--- config.mk ---
export PLATFORM = sky130hd
export DESIGN_NAME = clkstop_seq
export DESIGN_NICKNAME = d
export VERILOG_FILES = /design/src/rtl/clkstop_pkg.sv /design/src/rtl/settle_timer.sv /design/src/rtl/freq_latch.sv /design/src/rtl/seq_fsm.sv /design/src/rtl/clkstop_seq.sv
export SDC_FILE = /design/constraint.sdc
export NUM_CORES = 1
export LEC_CHECK = 0
export BUFFER_PORTS_ARGS = -buffer_cell sky130_fd_sc_hd__buf_2
export CORE_MARGIN = 1
export CORE_UTILIZATION = 40
export DETAILED_ROUTE_END_ITERATION = 8
export SLEW_MARGIN = 30
export SYNTH_ARGS = -nofsm -noshare
export SYNTH_HDL_FRONTEND = slang
export SYNTH_HIERARCHICAL = 1
export SYNTH_SLANG_ARGS = --single-unit
--- constraint.sdc ---
create_clock -name clk -period 3 [get_ports clk]
set_input_delay 0.75 -clock clk [delete_from_list [all_inputs] [get_ports clk]]
set_output_delay 0.75 -clock clk [all_outputs]
set_load 0.05 [all_outputs]
--- src/rtl/clkstop_pkg.sv ---
package clkstop_pkg;

  localparam int SETTLE_W = 12;
  localparam int CODE_W   = 3;

  typedef enum logic [2:0] {
    ST_IDLE,
    ST_STOP_ACK,
    ST_STOPPED,
    ST_WAKE_HOLD,
    ST_FREQ_ACK,
    ST_FREQ_SWITCH,
    ST_FREQ_HOLD
  } seq_state_e;

  // Settle time in microsecond ticks for a settle code.
  function automatic logic [SETTLE_W-1:0] settle_us_f(input logic [CODE_W-1:0] code);
    logic [SETTLE_W-1:0] r;
    case (code)
      3'd0:    r = 12'd0;
      3'd1:    r = 12'd32;
      3'd2:    r = 12'd64;
      3'd3:    r = 12'd125;
      3'd4:    r = 12'd250;
      3'd5:    r = 12'd500;
      3'd6:    r = 12'd1000;
      default: r = 12'd2000;
    endcase
    return r;
  endfunction

  function automatic logic settle_is_zero_f(input logic [CODE_W-1:0] code);
    return settle_us_f(code) == '0;
  endfunction

endpackage

--- src/rtl/settle_timer.sv ---
module settle_timer #(
  parameter int W = 12
) (
  input  logic         clk,
  input  logic         rst_n,
  input  logic         load,
  input  logic [W-1:0] load_val,
  input  logic         tick,
  output logic         zero
);
  logic [W-1:0] cnt;

  always_ff @(posedge clk or negedge rst_n) begin
    if (!rst_n) begin
      cnt <= '0;
    end else if (load) begin
      cnt <= load_val;
    end else if (tick && (cnt != '0)) begin
      cnt <= cnt - 1'b1;
    end
  end

  assign zero = (cnt == '0);
endmodule

--- src/rtl/freq_latch.sv ---
module freq_latch #(
  parameter int          W         = 2,
  parameter logic [W-1:0] RESET_VAL = '0
) (
  input  logic         clk,
  input  logic         rst_n,
  input  logic         capture,
  input  logic [W-1:0] d,
  output logic [W-1:0] q
);
  always_ff @(posedge clk or negedge rst_n) begin
    if (!rst_n) q <= RESET_VAL;
    else if (capture) q <= d;
  end
endmodule

--- src/rtl/seq_fsm.sv ---
module seq_fsm
  import clkstop_pkg::*;
#(
  parameter int FSEL_W = 2
) (
  input  logic                clk,
  input  logic                rst_n,
  input  logic                stop_req,
  input  logic                stop_gate,
  input  logic                stop_direct,
  input  logic                freq_req,
  input  logic [FSEL_W-1:0]   freq_target,
  input  logic                wake,
  input  logic                halt_ack,
  input  logic                cfg_halt_on_switch,
  input  logic                cfg_wait_halt_ack,
  input  logic [CODE_W-1:0]   cfg_settle_code,
  input  logic                timer_zero,
  output seq_state_e          state,
  output logic                cpu_halt_n,
  output logic                clk_en,
  output logic                done,
  output logic                timer_load,
  output logic [SETTLE_W-1:0] timer_val,
  output logic                fsel_load,
  output logic [FSEL_W-1:0]   fsel_val
);
  seq_state_e        nxt;
  logic              halt_n_nxt, clk_en_nxt, done_nxt;
  logic              lat_gate, lat_direct;
  logic [CODE_W-1:0] lat_code;
  logic [FSEL_W-1:0] lat_target;
  logic              lat_zero;

  assign lat_zero  = settle_is_zero_f(lat_code);
  assign timer_val = settle_us_f(lat_code);

  always_comb begin
    nxt        = state;
    halt_n_nxt = cpu_halt_n;
    clk_en_nxt = clk_en;
    done_nxt   = 1'b0;
    timer_load = 1'b0;
    fsel_load  = 1'b0;
    fsel_val   = lat_target;
    unique case (state)
      ST_IDLE: begin
        if (stop_req) begin
          if (stop_direct) begin
            nxt      = ST_STOPPED;
            done_nxt = 1'b1;
          end else begin
            halt_n_nxt = 1'b0;
            if (cfg_wait_halt_ack) begin
              nxt = ST_STOP_ACK;
            end else begin
              nxt      = ST_STOPPED;
              done_nxt = 1'b1;
            end
          end
        end else if (freq_req) begin
          if (!cfg_halt_on_switch) begin
            fsel_load = 1'b1;
            fsel_val  = freq_target;
            done_nxt  = 1'b1;
          end else begin
            halt_n_nxt = 1'b0;
            nxt        = cfg_wait_halt_ack ? ST_FREQ_ACK : ST_FREQ_SWITCH;
          end
        end
      end
      ST_STOP_ACK: begin
        if (halt_ack) begin
          nxt      = ST_STOPPED;
          done_nxt = 1'b1;
        end
      end
      ST_STOPPED: begin
        if (wake) begin
          clk_en_nxt = 1'b1;
          if (lat_direct) begin
            nxt      = ST_IDLE;
            done_nxt = 1'b1;
          end else if (lat_gate && !lat_zero) begin
            nxt        = ST_WAKE_HOLD;
            timer_load = 1'b1;
          end else begin
            halt_n_nxt = 1'b1;
            nxt        = ST_IDLE;
            done_nxt   = 1'b1;
          end
        end else begin
          clk_en_nxt = !(lat_gate || lat_direct);
        end
      end
      ST_WAKE_HOLD, ST_FREQ_HOLD: begin
        if (timer_zero) begin
          halt_n_nxt = 1'b1;
          nxt        = ST_IDLE;
          done_nxt   = 1'b1;
        end
      end
      ST_FREQ_ACK: begin
        if (halt_ack) nxt = ST_FREQ_SWITCH;
      end
      ST_FREQ_SWITCH: begin
        fsel_load = 1'b1;
        if (lat_zero) begin
          halt_n_nxt = 1'b1;
          nxt        = ST_IDLE;
          done_nxt   = 1'b1;
        end else begin
          timer_load = 1'b1;
          nxt        = ST_FREQ_HOLD;
        end
      end
      default: nxt = ST_IDLE;
    endcase
  end

  always_ff @(posedge clk or negedge rst_n) begin
    if (!rst_n) begin
      state      <= ST_IDLE;
      cpu_halt_n <= 1'b1;
      clk_en     <= 1'b1;
      done       <= 1'b0;
      lat_gate   <= 1'b0;
      lat_direct <= 1'b0;
      lat_code   <= '0;
      lat_target <= '0;
    end else begin
      state      <= nxt;
      cpu_halt_n <= halt_n_nxt;
      clk_en     <= clk_en_nxt;
      done       <= done_nxt;
      if (state == ST_IDLE) begin
        lat_gate   <= stop_gate;
        lat_direct <= stop_direct;
        lat_code   <= cfg_settle_code;
        lat_target <= freq_target;
      end
    end
  end
endmodule

--- src/rtl/clkstop_seq.sv ---
module clkstop_seq
  import clkstop_pkg::*;
#(
  parameter int                FSEL_W     = 2,
  parameter logic [FSEL_W-1:0] FSEL_RESET = '0
) (
  input  logic              clk,
  input  logic              rst_n,
  input  logic              us_tick,
  input  logic              stop_req,
  input  logic              stop_gate,
  input  logic              stop_direct,
  input  logic              freq_req,
  input  logic [FSEL_W-1:0] freq_target,
  input  logic              wake,
  input  logic              halt_ack,
  input  logic              cfg_halt_on_switch,
  input  logic              cfg_wait_halt_ack,
  input  logic [2:0]        cfg_settle_code,
  output logic              cpu_halt_n,
  output logic              clk_en,
  output logic [FSEL_W-1:0] freq_sel,
  output logic              busy,
  output logic              stopped,
  output logic              done
);
  seq_state_e          state;
  logic                timer_load, timer_zero, fsel_load;
  logic [SETTLE_W-1:0] timer_val;
  logic [FSEL_W-1:0]   fsel_val;

  // Named internal events for the checker
  logic in_idle, hold_active;
  assign in_idle     = (state == ST_IDLE);
  assign hold_active = (state == ST_WAKE_HOLD) || (state == ST_FREQ_HOLD);

  assign stopped = (state == ST_STOPPED);
  assign busy    = !in_idle && !stopped;

  seq_fsm #(.FSEL_W(FSEL_W)) u_fsm (
    .clk                (clk),
    .rst_n              (rst_n),
    .stop_req           (stop_req),
    .stop_gate          (stop_gate),
    .stop_direct        (stop_direct),
    .freq_req           (freq_req),
    .freq_target        (freq_target),
    .wake               (wake),
    .halt_ack           (halt_ack),
    .cfg_halt_on_switch (cfg_halt_on_switch),
    .cfg_wait_halt_ack  (cfg_wait_halt_ack),
    .cfg_settle_code    (cfg_settle_code),
    .timer_zero         (timer_zero),
    .state              (state),
    .cpu_halt_n         (cpu_halt_n),
    .clk_en             (clk_en),
    .done               (done),
    .timer_load         (timer_load),
    .timer_val          (timer_val),
    .fsel_load          (fsel_load),
    .fsel_val           (fsel_val)
  );

  settle_timer #(.W(SETTLE_W)) u_timer (
    .clk      (clk),
    .rst_n    (rst_n),
    .load     (timer_load),
    .load_val (timer_val),
    .tick     (us_tick),
    .zero     (timer_zero)
  );

  freq_latch #(.W(FSEL_W), .RESET_VAL(FSEL_RESET)) u_fsel (
    .clk     (clk),
    .rst_n   (rst_n),
    .capture (fsel_load),
    .d       (fsel_val),
    .q       (freq_sel)
  );
endmodule

Word-level counts from Yosys, hierarchy flattened

Cells that the tools add are included.

Word-level logic and storage cells: 102
Bits of input ports: 16
Output and inout port bits: 7
Register bits after elaboration: 27

Reductions and logical operators: 18
Multiplexer cells: 51
Add/subtract/negate cells: 1
Equality and inequality tests: 22

Operators with widths:

| operator              | number |
|---|---|
| $pmux 11 s7           | 1 |
| $mux 3                | 10 |
| $mux 1                | 27 |
| $logic_not 12->1      | 2 |
| $mux 12               | 2 |
| $eq 3x3->1 const B    | 6 |
| $pmux 3 s6            | 1 |
| $eq 3x2->1 const B    | 4 |
| $mux 2                | 6 |
| $ne 2x2->1 const B    | 6 |
| $reduce_bool 12->1    | 1 |
| $sub 12x1->12 const B | 1 |
| $ne 3x3->1 const B    | 3 |
| $reduce_and 9->1      | 1 |
| $eq 3x1->1 const B    | 2 |
| $logic_not 3->1       | 2 |
| $reduce_and 6->1      | 1 |
| $pmux 1 s5            | 1 |
| $logic_not 1->1       | 4 |
| $pmux 1 s2            | 2 |
| $pmux 1 s4            | 1 |
| $reduce_bool 4->1     | 1 |
| $logic_and 1x1->1     | 3 |
| $ne 2x1->1 const B    | 1 |
| other kinds (3)       | 3 |

Longest topological paths before layout

Word-level depth: 10
Gate-level depth with buffers: 9
Gate-level depth less buffers: 9

Modules after synthesis

Netlist, hierarchy kept.

Modules (own cells, without submodules):

| module       | cells an instance | area each (um^2) | times used |
|---|---|---|---|
| seq_fsm      | 116               | 989.7            | 1 |
| settle_timer | 89                | 798.3            | 1 |
| freq_latch   | 4                 | 72.6             | 1 |
| clkstop_seq  | 2                 | 13.8             | 1 |

Worst setup path before layout

No wires, ideal clock.

Kind: register -> output
Start point: reg u_fsm.state[0]
End point: out stopped
Path slack: 663 ps
Arrival: 1587 ps
Stages on the path, launching flop included: 2
Buffers on the path: 0
Required time: 2250 ps
Path through: dfrtp_1 nor3b_1

Longest elaborated chain between the ends: 1

Ends and longest elaborated chain:

| element                  | line              | source |
|---|---|---|
| start: declaration       | seq_fsm.sv:19     | `output seq_state_e state,` |
| start signal: assignment | seq_fsm.sv:132    | `state <= nxt;` |
| $eq 3x2->1               | clkstop_seq.sv:37 | `assign stopped = (state == ST_STOPPED);` |
| end: declaration         | clkstop_seq.sv:24 | `output logic stopped,` |

No other way between the ends.

Worst setup path after layout

Start point: reg u_fsm.lat_code[1]
End point: reg u_timer.cnt[11]

Longest elaborated chain between the ends: 10

Ends and longest elaborated chain:

| element                                      | line               | source |
|---|---|---|
| start: declaration                           | seq_fsm.sv:31      | `logic [CODE_W-1:0] lat_code;` |
| start signal: assignment                     | seq_fsm.sv:139     | `lat_code <= cfg_settle_code;` |
| $eq 3x3->1 (tied with other cells)           | clkstop_pkg.sv:19  | `case (code)` |
| $pmux 11 s7 *                                | clkstop_pkg.sv:19  |  |
| $logic_not 12->1 *                           | clkstop_pkg.sv:33  | `return settle_us_f(code) == '0;` |
| $logic_not 1->1                              | seq_fsm.sv:84      | `end else if (lat_gate && !lat_zero) begin` |
| $logic_and 1x1->1                            | seq_fsm.sv:84      |  |
| $mux 1                                       | seq_fsm.sv:84      |  |
| $mux 1                                       | seq_fsm.sv:81      | `if (lat_direct) begin` |
| $mux 1                                       | seq_fsm.sv:79      | `if (wake) begin` |
| $pmux 1 s2 *                                 | seq_fsm.sv:46      | `unique case (state)` |
| via timer_load                               | clkstop_seq.sv:28  | `logic timer_load, timer_zero, fsel_load;` |
| $mux 12 or $reduce_bool 2->1 (tied branches) | -                  |  |
| end signal: assignment                       | settle_timer.sv:17 | `cnt <= load_val;` |
| end signal: assignment                       | settle_timer.sv:19 | `cnt <= cnt - 1'b1;` |
| end: declaration                             | settle_timer.sv:11 | `logic [W-1:0] cnt;` |

Mark *: on every way through the listed nets, which the timed path passes. The rest lies on a longest branch.
A chain may end at the register's enable or synchronous reset.

==> flow_summary.json <==
{
  "run_status": "finished, final reports clean",
  "cts_inserted_buffers": 3,
  "fin_util_pct": 46.7,
  "die_h_um": 70.5,
  "gr-total-overflow": 0,
  "final.min_clock_period_ps": 2430,
  "placed_cell_area_mm2": 0.00202,
  "worst_setup_path_end_kind": "flip-flop",
  "routing_usage_on_met3_pct": 2.74,
  "clkSlewWorstSetupHoldPaths_ps": 100,
  "num_antenna_cells": 0,
  "most-common-layout-cells": "sky130_fd_sc_hd__nand2_1, sky130_fd_sc_hd__dfrtp_1, sky130_fd_sc_hd__buf_2",
  "regArea_um2": 678,
  "wire_per_inst_um": 15.0,
  "cts-htree-levels": 1,
  "dp_hpwl_mm": 3.12,
  "cts_tree": "yes",
  "finalNetCount": 248,
  "synth.cell_area_mm2": 0.00187,
  "grt_pass1_wl_mm": 7.37,
  "power.density_cell_area_mw_per_mm2": 1100,
  "syn_to_final_growth_pct": 9.95,
  "cellLeakagePower_nw": 0.858,
  "arrival_time_reported_for_the_critical_path_endpoint_ps": 2590,
  "drc": 0,
  "ant_nets": 0,
  "hold_viol_final": 0,
  "synth_cell_types": 59,
  "drt_pre_antenna_iters": 4,
  "worst-endpoint-required_ps": 3170,
  "num-fill-cells": 437,
  "globalRouteMet1Util_pct": 26.4,
  "final.period_utilization_pct": 80.9,
  "synthesis.yosys.warnings": 6,
  "grt_pass1_vias": 1509,
  "groute.layer.met2.usage_pct": 28.6,
  "die_x_um": 70.5,
  "preCtsSetupSlack_ps": 609,
  "layout_commonest_cell": "sky130_fd_sc_hd__nand2_1",
  "fraction_of_layout_instances_using_a_drive_strength_above_1_pct": 23.6,
  "cts_setup_buffers": 0,
  "clock_sinks": 27,
  "synth_nets": 229,
  "critPathKind": "reg -> reg",
  "floorplan.io_pins": 23,
  "synth-edff-count": 0,
  "syn-mean-instance-area_um2": 8.88,
  "final_design_area_no_fill_mm2": 0.00206,
  "fin_tns_setup_ps": 0,
  "clockRootBuffer": "sky130_fd_sc_hd__clkbuf_8",
  "totalWireLength_mm": 4.21,
  "fin_max_slew_vios": 0,
  "cts_buffer_depth": 2,
  "core_mm2": 0.00441,
  "max_cap_check_violation_count": 0,
  "worst_slew_margin_rel_pct": 58.0,
  "fin_ws_ps": 574,
  "timing.final.setup_violations": 0,
  "post_synth_inst_count": 211,
  "grt_usage_pct": 18.6,
  "synth_sequential_area_ratio_pct": 36.2,
  "cts_hold_repair.buffers": 0,
  "post_drt_via_cell_ratio": 5.68,
  "die-area_mm2": 0.00496,
  "power.total_mw": 2.26,
  "synth_ff_type": "sky130_fd_sc_hd__dfrtp_1",
  "irDropWorstVdd_v": 0.000437,
  "number_of_antenna_violations_at_the_first_check_in_global_routing": 0,
  "ys_ff_latch": 27,
  "worst-path-max-fanout": 22,
  "via_count": 1595,
  "postSynth.asyncResetShare_pct": 100,
  "insertion_delay_ps": 280,
  "post_cts.resized_instances": 0,
  "first_iter_violations": 168,
  "timing_worst_slew_pin_value_ps": 630,
  "finalClockSkew_ps": 8.58,
  "maximum_number_of_pins_on_one_net_before_global_route_repair": 28,
  "hp-class": "in -> async",
  "routabilityCongestion": 0.864,
  "globalRoute.busiestLayer": "met2",
  "initial_core_util_pct": 42.5,
  "multi_input_area_mm2": 0.00109,
  "startpoint_type": "flip-flop",
  "row_count": 24,
  "setup_repair_after_global_routing_missed_its_margin": "false",
  "max_freq_mhz": 412,
  "buffer_ports.inserted": 22
}
-- worst paths after layout --
path	from	depth (start not counted)	slack (ps)	to
setup / recovery	u_fsm/lat_code[1]	7	570	u_timer/cnt[11]
hold / removal	rst_n	1	470	u_fsel/q[1]
setup reg to reg	u_fsm/lat_code[1]	7	570	u_timer/cnt[11]
hold reg to reg	u_fsel/q[1]	1	510	u_fsel/q[1]
max in group asynchronous	rst_n	1	2110	u_timer/cnt[7]
min in group clk	u_fsel/q[1]	1	510	u_fsel/q[1]
-- final cells by class --
class / instances / share of cell area [%]
clock buffers: 4 / 2.19
inverters: 9 / 1.64
multi-input cells: 162 / 52.9
flip-flops and latches: 27 / 32.9
well taps: 52 / 3.16
repair buffers: 27 / 7.16
-- through the flow --
step	instances	hold WS [ps]
2_1_floorplan	211	454
3_3_place_gp	277	487
3_5_place_dp	277	493
4_1_cts	281	499
5_1_grt	281	514
6_report	281	475
-- cell usage after synthesis (2+ instances only) --
| library cell | count | area share, % |
|---|---|---|
| sky130_fd_sc_hd__o21ai_1 | 3 | 0.80 |
| sky130_fd_sc_hd__xnor2_1 | 2 | 0.93 |
| sky130_fd_sc_hd__clkbuf_1 | 4 | 0.80 |
| sky130_fd_sc_hd__o2bb2ai_1 | 2 | 0.93 |
| sky130_fd_sc_hd__nand4_1 | 4 | 1.3 |
| sky130_fd_sc_hd__nor3_4 | 2 | 1.7 |
| sky130_fd_sc_hd__xor2_1 | 2 | 0.93 |
| sky130_fd_sc_hd__a21oi_1 | 12 | 3.2 |
| sky130_fd_sc_hd__buf_4 | 2 | 0.80 |
| sky130_fd_sc_hd__buf_2 | 3 | 0.80 |
| sky130_fd_sc_hd__mux2_2 | 12 | 7.2 |
| sky130_fd_sc_hd__a2bb2oi_1 | 2 | 0.93 |
| sky130_fd_sc_hd__o31ai_1 | 2 | 0.80 |
| sky130_fd_sc_hd__nor3_1 | 4 | 1.1 |
| sky130_fd_sc_hd__ha_1 | 2 | 1.3 |
| sky130_fd_sc_hd__nand2_1 | 28 | 5.6 |
| sky130_fd_sc_hd__mux2i_1 | 3 | 1.6 |
| sky130_fd_sc_hd__dfrtp_1 | 25 | 33 |
| sky130_fd_sc_hd__or2_2 | 2 | 0.67 |
| sky130_fd_sc_hd__nor2_1 | 21 | 4.2 |
| sky130_fd_sc_hd__or4_1 | 3 | 1.2 |
| sky130_fd_sc_hd__buf_6 | 2 | 1.2 |
| sky130_fd_sc_hd__nor3b_1 | 2 | 0.80 |
| sky130_fd_sc_hd__nand2b_1 | 2 | 0.67 |
| sky130_fd_sc_hd__o211ai_1 | 4 | 1.6 |
| sky130_fd_sc_hd__a21o_1 | 2 | 0.80 |
| sky130_fd_sc_hd__nor2b_1 | 7 | 2.3 |
| sky130_fd_sc_hd__o21ai_0 | 9 | 2.4 |
| sky130_fd_sc_hd__dfstp_2 | 2 | 2.8 |
| sky130_fd_sc_hd__inv_1 | 9 | 1.8 |
| sky130_fd_sc_hd__a31oi_1 | 3 | 1.0 |
| sky130_fd_sc_hd__and2_1 | 2 | 0.67 |
-- flip-flops by register name, summed over array words and instances, names as in the netlist --
register	cells
u_fsm/lat_direct	1
u_fsm/lat_target	2
u_timer/cnt	12
u_fsel/q	2
u_fsm/lat_code	3
u_fsm/done	1
u_fsm/lat_gate	1
u_fsm/cpu_halt_n	1
u_fsm/clk_en	1
u_fsm/state	3
-- logic make-up (layout without fill, tap and decap cells) --
group	count (synthesis)	in the layout	synth area share, %
muxes	15	15	8.81
buffers and inverters	22	40	5.87
and+or+nand+nor	89	89	26.6
other	1	1	0.200
DFF	27	27	36.2
adders and majority gates	2	2	1.33
AOI/OAI and AO/OA	51	51	19.1
xor gates and xnor gates	4	4	1.87
-- report_power, final --
part           switching (mW)  leakage, nW  internal (mW)  total (mW)
combinational           0.746        0.517          0.530        1.28
sequential              0.217        0.318          0.551       0.768
clock                   0.120       0.0228         0.0955       0.215
-- routing by layer --
layer	vias up	routed length (um)
met4	0	55
met2	36	1940
li1	790	-
met5	-	0
met1	764	2070
met3	5	141
-- worst max-delay path, cell delays in order, from the launching register on --
cell,delay [ps]
sky130_fd_sc_hd__dfrtp_1,550
sky130_fd_sc_hd__nor3_4,100
sky130_fd_sc_hd__or3b_4,400
sky130_fd_sc_hd__or4_1,490
sky130_fd_sc_hd__o31ai_2,90
sky130_fd_sc_hd__buf_4,280
sky130_fd_sc_hd__nor4b_2,80
sky130_fd_sc_hd__a311o_1,320
Power figures use the tool's default switching activity.
